[src/rtl/seg2_pkg.sv]
package seg2_pkg;
  localparam int unsigned DIG_W = 4;
  localparam int unsigned BUS_W = 8;

  typedef struct packed {
    logic a;
    logic b;
    logic c;
    logic d;
    logic e;
    logic f;
    logic g;
  } seg7_t;
endpackage

[src/rtl/seg2_bin_split.sv]
module seg2_bin_split #(
  parameter int unsigned VAL_W = 4,
  parameter int unsigned RADIX = 10
) (
  input  logic [VAL_W-1:0]            value_i,
  output logic [seg2_pkg::DIG_W-1:0]  tens_o,
  output logic [seg2_pkg::DIG_W-1:0]  units_o
);
  import seg2_pkg::*;
  localparam logic [VAL_W-1:0] RADIX_V = VAL_W'(RADIX);

  logic             over;
  logic [VAL_W-1:0] rem;

  // Range tops out below 2*RADIX, so one compare-subtract stage is enough.
  always_comb begin
    over    = (value_i >= RADIX_V);
    rem     = over ? (value_i - RADIX_V) : value_i;
    tens_o  = over ? DIG_W'(1) : '0;
    units_o = DIG_W'(rem);
  end
endmodule

[src/rtl/seg2_digit_enc.sv]
module seg2_digit_enc (
  input  logic [seg2_pkg::DIG_W-1:0] digit_i,
  output seg2_pkg::seg7_t            seg_o
);
  import seg2_pkg::*;

  always_comb begin
    unique case (digit_i)
      4'd0:    seg_o = 7'b1111110;
      4'd1:    seg_o = 7'b0110000;
      4'd2:    seg_o = 7'b1101101;
      4'd3:    seg_o = 7'b1111001;
      4'd4:    seg_o = 7'b0110011;
      4'd5:    seg_o = 7'b1011011;
      4'd6:    seg_o = 7'b1011111;
      4'd7:    seg_o = 7'b1110000;
      4'd8:    seg_o = 7'b1111111;
      4'd9:    seg_o = 7'b1111011;
      default: seg_o = '0;
    endcase
  end
endmodule

[src/rtl/seg2_bus_pack.sv]
module seg2_bus_pack #(
  parameter int unsigned DIGITS = 2
) (
  input  seg2_pkg::seg7_t          seg_i [DIGITS],
  output logic [4*DIGITS-1:0]      top_o,
  output logic [4*DIGITS-1:0]      bot_o
);
  import seg2_pkg::*;

  // Digit 0 is units (low nibble), digit DIGITS-1 is the leftmost.
  for (genvar k = 0; k < DIGITS; k++) begin : g_dig
    assign top_o[4*k +: 4] = {seg_i[k].a, seg_i[k].b, seg_i[k].f, seg_i[k].g};
    assign bot_o[4*k +: 4] = {seg_i[k].c, seg_i[k].d, seg_i[k].e, 1'b0};
  end
endmodule

[src/rtl/seg2_decoder.sv]
module seg2_decoder #(
  parameter int unsigned VAL_W = 4
) (
  input  logic [VAL_W-1:0]            value_i,
  output logic [seg2_pkg::BUS_W-1:0]  seg_top_o,
  output logic [seg2_pkg::BUS_W-1:0]  seg_bot_o
);
  import seg2_pkg::*;
  localparam int unsigned DIGITS = BUS_W / 4;

  logic [DIG_W-1:0] digit [DIGITS];
  seg7_t            seg   [DIGITS];

  seg2_bin_split #(.VAL_W(VAL_W), .RADIX(10)) u_split (
    .value_i (value_i),
    .tens_o  (digit[1]),
    .units_o (digit[0])
  );

  for (genvar k = 0; k < DIGITS; k++) begin : g_enc
    seg2_digit_enc u_enc (
      .digit_i (digit[k]),
      .seg_o   (seg[k])
    );
  end

  seg2_bus_pack #(.DIGITS(DIGITS)) u_pack (
    .seg_i (seg),
    .top_o (seg_top_o),
    .bot_o (seg_bot_o)
  );
endmodule

[config.mk]
export PLATFORM = sky130hd
export DESIGN_NAME = seg2_decoder
export DESIGN_NICKNAME = d
export VERILOG_FILES = /design/src/rtl/seg2_pkg.sv /design/src/rtl/seg2_bin_split.sv /design/src/rtl/seg2_digit_enc.sv /design/src/rtl/seg2_bus_pack.sv /design/src/rtl/seg2_decoder.sv
export SDC_FILE = /design/constraint.sdc
export NUM_CORES = 1
export LEC_CHECK = 0
export BUFFER_PORTS_ARGS = -buffer_cell sky130_fd_sc_hd__buf_2
export CAP_MARGIN = 10
export CORE_AREA = 3 3 40 42
export DETAILED_ROUTE_END_ITERATION = 8
export DIE_AREA = 0 0 43 45
export GPL_TIMING_DRIVEN = 0
export PLACE_DENSITY = 0.69
export SETUP_SLACK_MARGIN = 0.05
export SYNTH_ARGS = -nofsm -noshare
export SYNTH_HDL_FRONTEND = slang
export SYNTH_SLANG_ARGS = --single-unit
[constraint.sdc]
create_clock -name vclk -period 1.6
set_clock_uncertainty 0.2 [all_clocks]
set_input_delay 0.08 -clock vclk [all_inputs]
set_output_delay 0.08 -clock vclk [all_outputs]
set_load 0.005 [all_outputs]
==> run metrics, run 1 <==
worst hold slack after final layout 0.329 ns; via count of the first global-routing pass 616; sequential power share 0; count of flip-flops and latches 0; wire length of the first global-routing pass 2.58 mm; per-cell via count in the routed design 5.44; post-layout minimum cycle time 1.51 ns; Cell Area, Synth 493 um^2; Global Route Usage Sum 0.166; fin. max-slew vios 0; total power of the final layout 0.274 mW; proportion of synthesized chip area in sequential cells 0; Layout Area Growth over Synthesis 64.0%; leakage power figure 0.377 nW; DRT antenna net count 0; Die Span Y 45 um; top-level I/O count 20; antenna violations before repair 0; total power divided by cell area 339 nW/um^2; count of unique library cells instantiated by Yosys 30; Multi-input gate area 479 um^2; final design area excluding fillers 808 um^2; net switching fraction of the power 0.462; hold_sp value_i[0]; final cell count without fillers 117; run status finished, final reports clean; Final Hold Fails 0; # hold bufs at CTS 0; crit path DAT 1.23 ns; max-cap violation count 0; number of standard-cell rows in the floorplan 13; part of the total power dissipated in combinational logic 1.000; fin nets 112; placed standard-cell area 598 um^2; Worst Hold Class input pin to primary output; Avg WL per Cell 14.6 um; routability-driven placement congestion ratio 0.780; power spent charging and discharging nets 0.127 mW; Cell Int Power 0.147 mW; commonest cells after routing, fill and taps aside 19 x buf_4, 12 x buf_2, 6 x buf_6, 6 x a21oi_1; Routed WL 1.71 mm; Layout fillers 119; worst supply voltage drop on vdd 0.171 mV; maximum net fanout on the critical path 8; aggregate global routing overflow 0; pin count of the biggest net entering global routing 11; Final Core Density 0.629; kind of capture point of the worst setup path primary output; DP Wirelength 968 um; number of antenna cells inserted 0; number of design rule violations left after detail routing 0; syn avg cell area 6.57 um^2; starting density of the core 0.384; clkbuf count 0; most frequent standard cell in the layout excluding fill and tap cells buf_4; drt pass-1 iters 4; count of mapped cells out of synthesis 75; Placeable Area 1280 um^2; top achievable clock speed 0.660 GHz; unrepaired setup endpoints after global routing false; clock share of power 0; required arrival time at the worst endpoint 1.32 ns; post-route fraction of the period consumed by the critical path 0.947; Synth Warn # 0; width of the die 43 um; fraction of layout instances using a drive strength above 1 0.549; total vias in the final route 637; final count of negative-setup-slack endpoints 0; number of input and output port buffers inserted 15; count of routing violations after the opening detailed-route iteration 16; area enclosed by the die boundary 1940 um^2; critical path startpoint value_i[2]; placed instance count 108; FF+latch area 0 um^2; CP Launch Type input pin; Critical Setup Path Class input pin to primary output
## Yosys cell counts
| library cell | count | area, um^2 |
|---|---|---|
| nor3_1 | 2 | 10.0 |
| buf_4 | 10 | 75.1 |
| a2bb2oi_1 | 1 | 8.76 |
| a31oi_1 | 1 | 6.26 |
| conb_1 | 2 | 7.51 |
| a22oi_1 | 2 | 15.0 |
| o22ai_1 | 4 | 25.0 |
| buf_2 | 3 | 15.0 |
| o21ai_1 | 3 | 15.0 |
| nand2b_1 | 4 | 25.0 |
| o31ai_1 | 1 | 7.51 |
| nand3_1 | 3 | 15.0 |
| o21ai_0 | 4 | 20.0 |
| or2_1 | 1 | 6.26 |
| and3_1 | 2 | 12.5 |
| a21bo_2 | 1 | 10.0 |
| nor2_1 | 3 | 11.3 |
| ha_1 | 4 | 50.1 |
| a21oi_1 | 7 | 35.0 |
| or2b_1 | 1 | 7.51 |
| nand2b_4 | 1 | 13.8 |
| nand2_1 | 3 | 11.3 |
| a21o_1 | 1 | 7.51 |
| xnor2_1 | 1 | 8.76 |
| a221oi_2 | 1 | 15.0 |
| inv_1 | 4 | 15.0 |
| nor2b_1 | 2 | 12.5 |
| a211oi_2 | 1 | 12.5 |
| nor3b_1 | 1 | 7.51 |
| buf_6 | 1 | 11.3 |
## cell type report
type                            count  area share
Multi-Input combinational cell     60       0.593
Timing Repair Buffer               27       0.237
Buffer                             11       0.116
Inverter                            4      0.0310
Tap cell                           15      0.0232
## critical path, stage by stage
cell	delay [ns]
buf_6	0.13
inv_4	0.05
ha_4	0.29
buf_6	0.12
and3_4	0.19
nor3_2	0.05
a22oi_1	0.17
buf_2	0.14
## path summary, 6_finish.rpt
kind                  endpoint  slack [ns]  depth (start not counted)
setup / recovery  seg_bot_o[3]        0.09                          8
hold / removal    seg_top_o[3]        0.33                          3
## power by group through the flow
stage | clock, mW | sequential, mW | combinational (mW)
6_report | 0 | 0 | 0.274
5_1_grt | 0 | 0 | 0.295
4_1_cts | 0 | 0 | 0.246
3_5_place_dp | 0 | 0 | 0.190
3_3_place_gp | 0 | 0 | 0.186
2_1_floorplan | 0 | 0 | 0.134
## repair_timing
item	CTS	global route
pin swaps	8	7
cloned	1	0
gates resized for setup	27	14
endpoints found under the setup margin	7	7
setup buffers	10	1
## metrics by stage
stage | worst slack, ns | TNS, ns
floorplan | 0.0687 | 0
finish | 0.0852 | 0
CTS | -0.0490 | -0.0490
global placement | -0.333 | -1.78
detailed placement | -0.365 | -1.95
global route | 0.0389 | 0
## kinds of logic after synthesis
family,share of synthesized area
AOI/OAI and AO/OA,0.360
xor gates and xnor gates,0.0178
adders and majority gates,0.102
buffers and inverters,0.236
other,0.0152
and+or+nand+nor,0.269
## per-layer routing
metal  up-vias  global-route usage  routed length (um)  share of wire
met5         -                   0                   0              0
li1        305                   -                   -              -
met3         2             0.00398                 131          0.077
met2        31               0.362                 924           0.54
met1       299               0.176                 629           0.37
met4         0              0.0241                  24          0.014
(Power assumes the default switching activity.)
==> run 2: changes to the inputs <==
--- a/config.mk
+++ b/config.mk
@@ -5,13 +5,16 @@
 export SDC_FILE = /design/constraint.sdc
 export NUM_CORES = 1
 export LEC_CHECK = 0
+export ABC_AREA = 1
 export BUFFER_PORTS_ARGS = -buffer_cell sky130_fd_sc_hd__buf_2
 export CAP_MARGIN = 10
+export CELL_PAD_IN_SITES_DETAIL_PLACEMENT = 1
+export CELL_PAD_IN_SITES_GLOBAL_PLACEMENT = 1
 export CORE_AREA = 3 3 40 42
 export DETAILED_ROUTE_END_ITERATION = 8
 export DIE_AREA = 0 0 43 45
 export GPL_TIMING_DRIVEN = 0
-export PLACE_DENSITY = 0.69
+export PLACE_DENSITY = 0.81
 export SETUP_SLACK_MARGIN = 0.05
 export SYNTH_ARGS = -nofsm -noshare
 export SYNTH_HDL_FRONTEND = slang
==> run 2 against run 1 <==
Final cell count decreased by 21%. Critical path depth increased by 3. Non-clock buffer count decreased by 15.
==> run metrics, run 2 <==
buffers plus inverters on the worst setup path 4; top cells by count, synth 20 x nand2_1, 8 x buf_4, 8 x inv_1; placed standard-cell area 442 um^2; Placeable Area 1280 um^2; drt pass-1 iters 3; kind of capture point of the worst setup path primary output; commonest cells after routing, fill and taps aside 20 x nand2_1, 15 x buf_2, 8 x inv_1, 8 x buf_4; count of mapped cells out of synthesis 60; aggregate negative setup slack 0 ns; fraction of layout instances using a drive strength above 1 0.436; number of standard-cell rows in the floorplan 13; count of unique library cells instantiated by Yosys 15; top cells by area, synth nand2_1 22%, buf_4 18%, ha_1 15%; pin count of the biggest net entering global routing 8; cells along the critical path buf_2, inv_1, nand3_1, nand2_2, ha_1, inv_1, nand2_2, nand3_1, nand2_1, nand2_1, buf_2; aggregate global routing overflow 0; maximum net fanout on the critical path 5; antenna violations before repair 0; final cell count without fillers 93; max-cap violation count 0; post-route fraction of the period consumed by the critical path 0.902; starting density of the core 0.262; longest individual stage delay on the worst path 0.24 ns; number of setup buffers added after CTS 0; most repeated cell in the gate-level netlist after synthesis nand2_1; final count of negative-setup-slack endpoints 0; Avg WL per Cell 8.56 um; Worst Hold Class input pin to primary output; DP Wirelength 734 um; top achievable clock speed 0.693 GHz; cell type contributing the most total cell area after synthesis nand2_1; fin. max-slew vios 0; area enclosed by the die boundary 1940 um^2; crit-path leading delay family simple AND/OR/NAND/NOR gates; total vias in the final route 371; crit path DAT 1.16 ns; unrepaired setup endpoints after global routing false; final design area excluding fillers 442 um^2; Cell Area, Synth 337 um^2; critical path startpoint value_i[1]; via count of the first global-routing pass 324; count of flip-flops and latches 0; worst hold slack after final layout 0.316 ns; number of antenna cells inserted 0; Layout Area Growth over Synthesis 31.2%; Placement Setup Slack 0.142 ns; most frequent standard cell in the layout excluding fill and tap cells nand2_1; run status finished, final reports clean; total power of the final layout 0.145 mW; Synth Warn # 0; top-level I/O count 20; Routed WL 796 um; setup slack after layout 0.157 ns; required arrival time at the worst endpoint 1.32 ns; proportion of synthesized chip area in sequential cells 0; number of input and output port buffers inserted 15; number of design rule violations left after detail routing 0; WP depth 11; width of the die 43 um; wire length of the first global-routing pass 1.30 mm; per-cell via count in the routed design 3.99; worst supply voltage drop on vdd 0.0903 mV; DRT antenna net count 0; placed instance count 93; syn avg cell area 5.61 um^2; routability-driven placement congestion ratio 0.742; Final Core Density 0.344; total power divided by cell area 327 nW/um^2; Die Span Y 45 um; # hold bufs at CTS 0; number of instances resized during post-cts repair 0; Final Hold Fails 0; FF+latch area 0 um^2; count of routing violations after the opening detailed-route iteration 1; worst-path cell with the longest stage delay ha_1; Critical Setup Path Class input pin to primary output; fin nets 88; leakage power figure 0.291 nW; post-layout minimum cycle time 1.44 ns; CP Launch Type input pin; endpoint of the worst setup timing path seg_bot_o[2]; post-synth top area share 0.223; Global Route Usage Sum 0.0821; clkbuf count 0
-- run 2: cell count changes in the layout (fill, tap and decap cells not counted), sizes merged, moves of 4 or more --
cell and delta:
a21oi -6, buf -15, inv +6, nand2 +22
nand2b -5, o21ai -4, o22ai -4
-- run 2: how the worst min path moves through the flow --
stage | from | to | slack, ns | cells past startpoint
floorplan | value_i[3] | seg_bot_o[5] | 0.04 | 1
global placement | value_i[3] | seg_bot_o[5] | 0.32 | 3
detailed placement | value_i[3] | seg_bot_o[5] | 0.32 | 3
CTS | value_i[3] | seg_bot_o[5] | 0.32 | 3
global route | value_i[3] | seg_bot_o[5] | 0.37 | 3
finish | value_i[3] | seg_bot_o[5] | 0.32 | 3
-- run 2: layer usage --
metal | global-route usage | wire (um) | part of all wire | vias up
met5 | 0 | 0 | 0 | -
met4 | 0.0120 | 0 | 0 | 0
met3 | 0.00398 | 47 | 0.059 | 0
met2 | 0.159 | 421 | 0.53 | 9
met1 | 0.102 | 327 | 0.41 | 158
li1 | - | - | - | 204
-- run 2: layout make-up --
type	count	area [um^2]
multi-input cells	44	243
fillers	196	843
inverters	11	45.0
well taps	15	18.8
repair buffers	15	75.1
plain buffers	8	60.1
-- run 2: cell families (layout without fill, tap and decap cells) --
family / Yosys count / in the layout / synth area share
buf+inv: 19 / 34 / 0.312
simple gates: 31 / 31 / 0.435
other cells: 2 / 5 / 0.0223
compound gates: 4 / 4 / 0.0818
fa+ha+maj: 4 / 4 / 0.149
-- run 2: worst min-delay path, stage by stage --
cell and delay, ns:
buf_2 0.12, nand2_1 0.10, buf_2 0.14
-- run 2: report_power, final --
part / internal (mW) / switching, mW / total, mW
Sequential: 0 / 0 / 0
Combinational: 0.0648 / 0.0798 / 0.145
Clock: 0 / 0 / 0
==> run 3: changes to the inputs <==
--- a/config.mk
+++ b/config.mk
@@ -10,11 +10,11 @@
 export CAP_MARGIN = 10
 export CELL_PAD_IN_SITES_DETAIL_PLACEMENT = 1
 export CELL_PAD_IN_SITES_GLOBAL_PLACEMENT = 1
-export CORE_AREA = 3 3 40 42
+export CORE_AREA = 2 2 39 41
 export DETAILED_ROUTE_END_ITERATION = 8
-export DIE_AREA = 0 0 43 45
+export DIE_AREA = 0 0 41 43
 export GPL_TIMING_DRIVEN = 0
-export PLACE_DENSITY = 0.81
+export PLACE_DENSITY = 0.78
 export SETUP_SLACK_MARGIN = 0.05
 export SYNTH_ARGS = -nofsm -noshare
 export SYNTH_HDL_FRONTEND = slang
==> constraint.sdc (replaced) <==
create_clock -name vclk -period 1.5
set_clock_uncertainty 0.2 [all_clocks]
set_input_delay 0.075 -clock vclk [all_inputs]
set_output_delay 0.075 -clock vclk [all_outputs]
set_load 0.005 [all_outputs]
==> run 3 against run 2 <==
Final cell count is 3.2% higher. Via count is 9.2% higher. Largest power group unchanged. Combinational power increased by 14%. Critical path type unchanged.
==> run metrics, run 3 (synthesis results as in run 2) <==
fin. max-slew vios 0; Final Hold Fails 0; most frequent standard cell in the layout excluding fill and tap cells nand2_1; run status finished, final reports clean; DP Wirelength 704 um; crit-path leading delay family buffers and inverters; worst supply voltage drop on vdd 0.101 mV; CP Launch Type input pin; number of input and output port buffers inserted 15; maximum net fanout on the critical path 5; via count of the first global-routing pass 329; per-cell via count in the routed design 4.22; commonest cells after routing, fill and taps aside 18 x nand2_1, 14 x buf_2, 11 x buf_4, 6 x inv_1; buffers plus inverters on the worst setup path 4; number of standard-cell rows in the floorplan 14; Multi-input gate area 258 um^2; count of routing violations after the opening detailed-route iteration 1; starting density of the core 0.243; worst-path cell with the longest stage delay ha_1; unrepaired setup endpoints after global routing true; drt pass-1 iters 3; top achievable clock speed 0.722 GHz; Layout Area Growth over Synthesis 41.3%; Die Span Y 43 um; Global Route Usage Sum 0.0919; area enclosed by the die boundary 1760 um^2; # hold bufs at CTS 0; final count of negative-setup-slack endpoints 0; Avg WL per Cell 8.26 um; DRT antenna net count 0; leakage power figure 0.302 nW; total vias in the final route 405; post-route fraction of the period consumed by the critical path 0.924; FF+latch area 0 um^2; fin nets 90; clkbuf count 0; aggregate global routing overflow 0; antenna violations before repair 0; number of design rule violations left after detail routing 0; Placeable Area 1380 um^2; Critical Setup Path Class input pin to primary output; Routed WL 793 um; longest individual stage delay on the worst path 0.30 ns; number of antenna cells inserted 0; Worst Hold Class input pin to primary output; worst hold slack after final layout 0.300 ns; wire length of the first global-routing pass 1.21 mm; kind of capture point of the worst setup path primary output; top-level I/O count 20; aggregate negative setup slack 0 ns; width of the die 41 um; count of flip-flops and latches 0; total power divided by cell area 350 nW/um^2; cells along the critical path buf_2, inv_2, ha_1, nand2_2, nand2_4, inv_4, nand2_2, o21ai_2, nand2_1, nand2_1, buf_2; post-layout minimum cycle time 1.39 ns; pin count of the biggest net entering global routing 8; fraction of layout instances using a drive strength above 1 0.513; required arrival time at the worst endpoint 1.22 ns; routability-driven placement congestion ratio 0.746; max-cap violation count 0; crit path DAT 1.11 ns; Layout fillers 201; total power of the final layout 0.166 mW
[run 3: through the flow]
stage | cells | cell area (um^2) | utilization | worst slack, ns
floorplan | 63 | 348 | - | 0.367
global placement | 94 | 443 | 0.320 | 0.103
detailed placement | 94 | 443 | 0.320 | 0.0525
CTS | 94 | 443 | 0.320 | 0.0513
global route | 96 | 475 | 0.344 | 0.0154
finish | 96 | 475 | 0.344 | 0.114
[run 3: final timing paths]
kind                       start           end  slack [ns]  cells after the start
worst max-delay path  value_i[1]  seg_top_o[1]        0.11                     11
worst min-delay path  value_i[3]  seg_bot_o[5]        0.30                      3
[run 3: cell type report]
cell class,count,area share
Multi-Input combinational cell,44,0.542
Timing Repair Buffer,17,0.195
Buffer,8,0.126
Inverter,11,0.0947
Tap cell,16,0.0421
[run 3: tightest hold or removal path, stage by stage]
cell     delay [ns]
buf_4          0.11
nand2_1        0.10
buf_2          0.14
[run 3: report_power, final]
part / leakage, nW / switching (mW) / internal [mW]
combinational: 0.302 / 0.0895 / 0.0767
sequential: 0 / 0 / 0
clock: 0 / 0 / 0
[run 3: per-layer routing]
metal	wire, um	track usage	part of all wire	up-vias
met4	0	0	0	0
li1	-	-	-	210
met1	298	0.111	0.38	182
met3	48	0	0.061	0
met5	0	0	0	-
met2	446	0.178	0.56	13
[run 3: what timing repair did]
action,CTS,global route
setup buffers,0,2
gates resized for setup,0,7
endpoints found under the setup margin,0,6
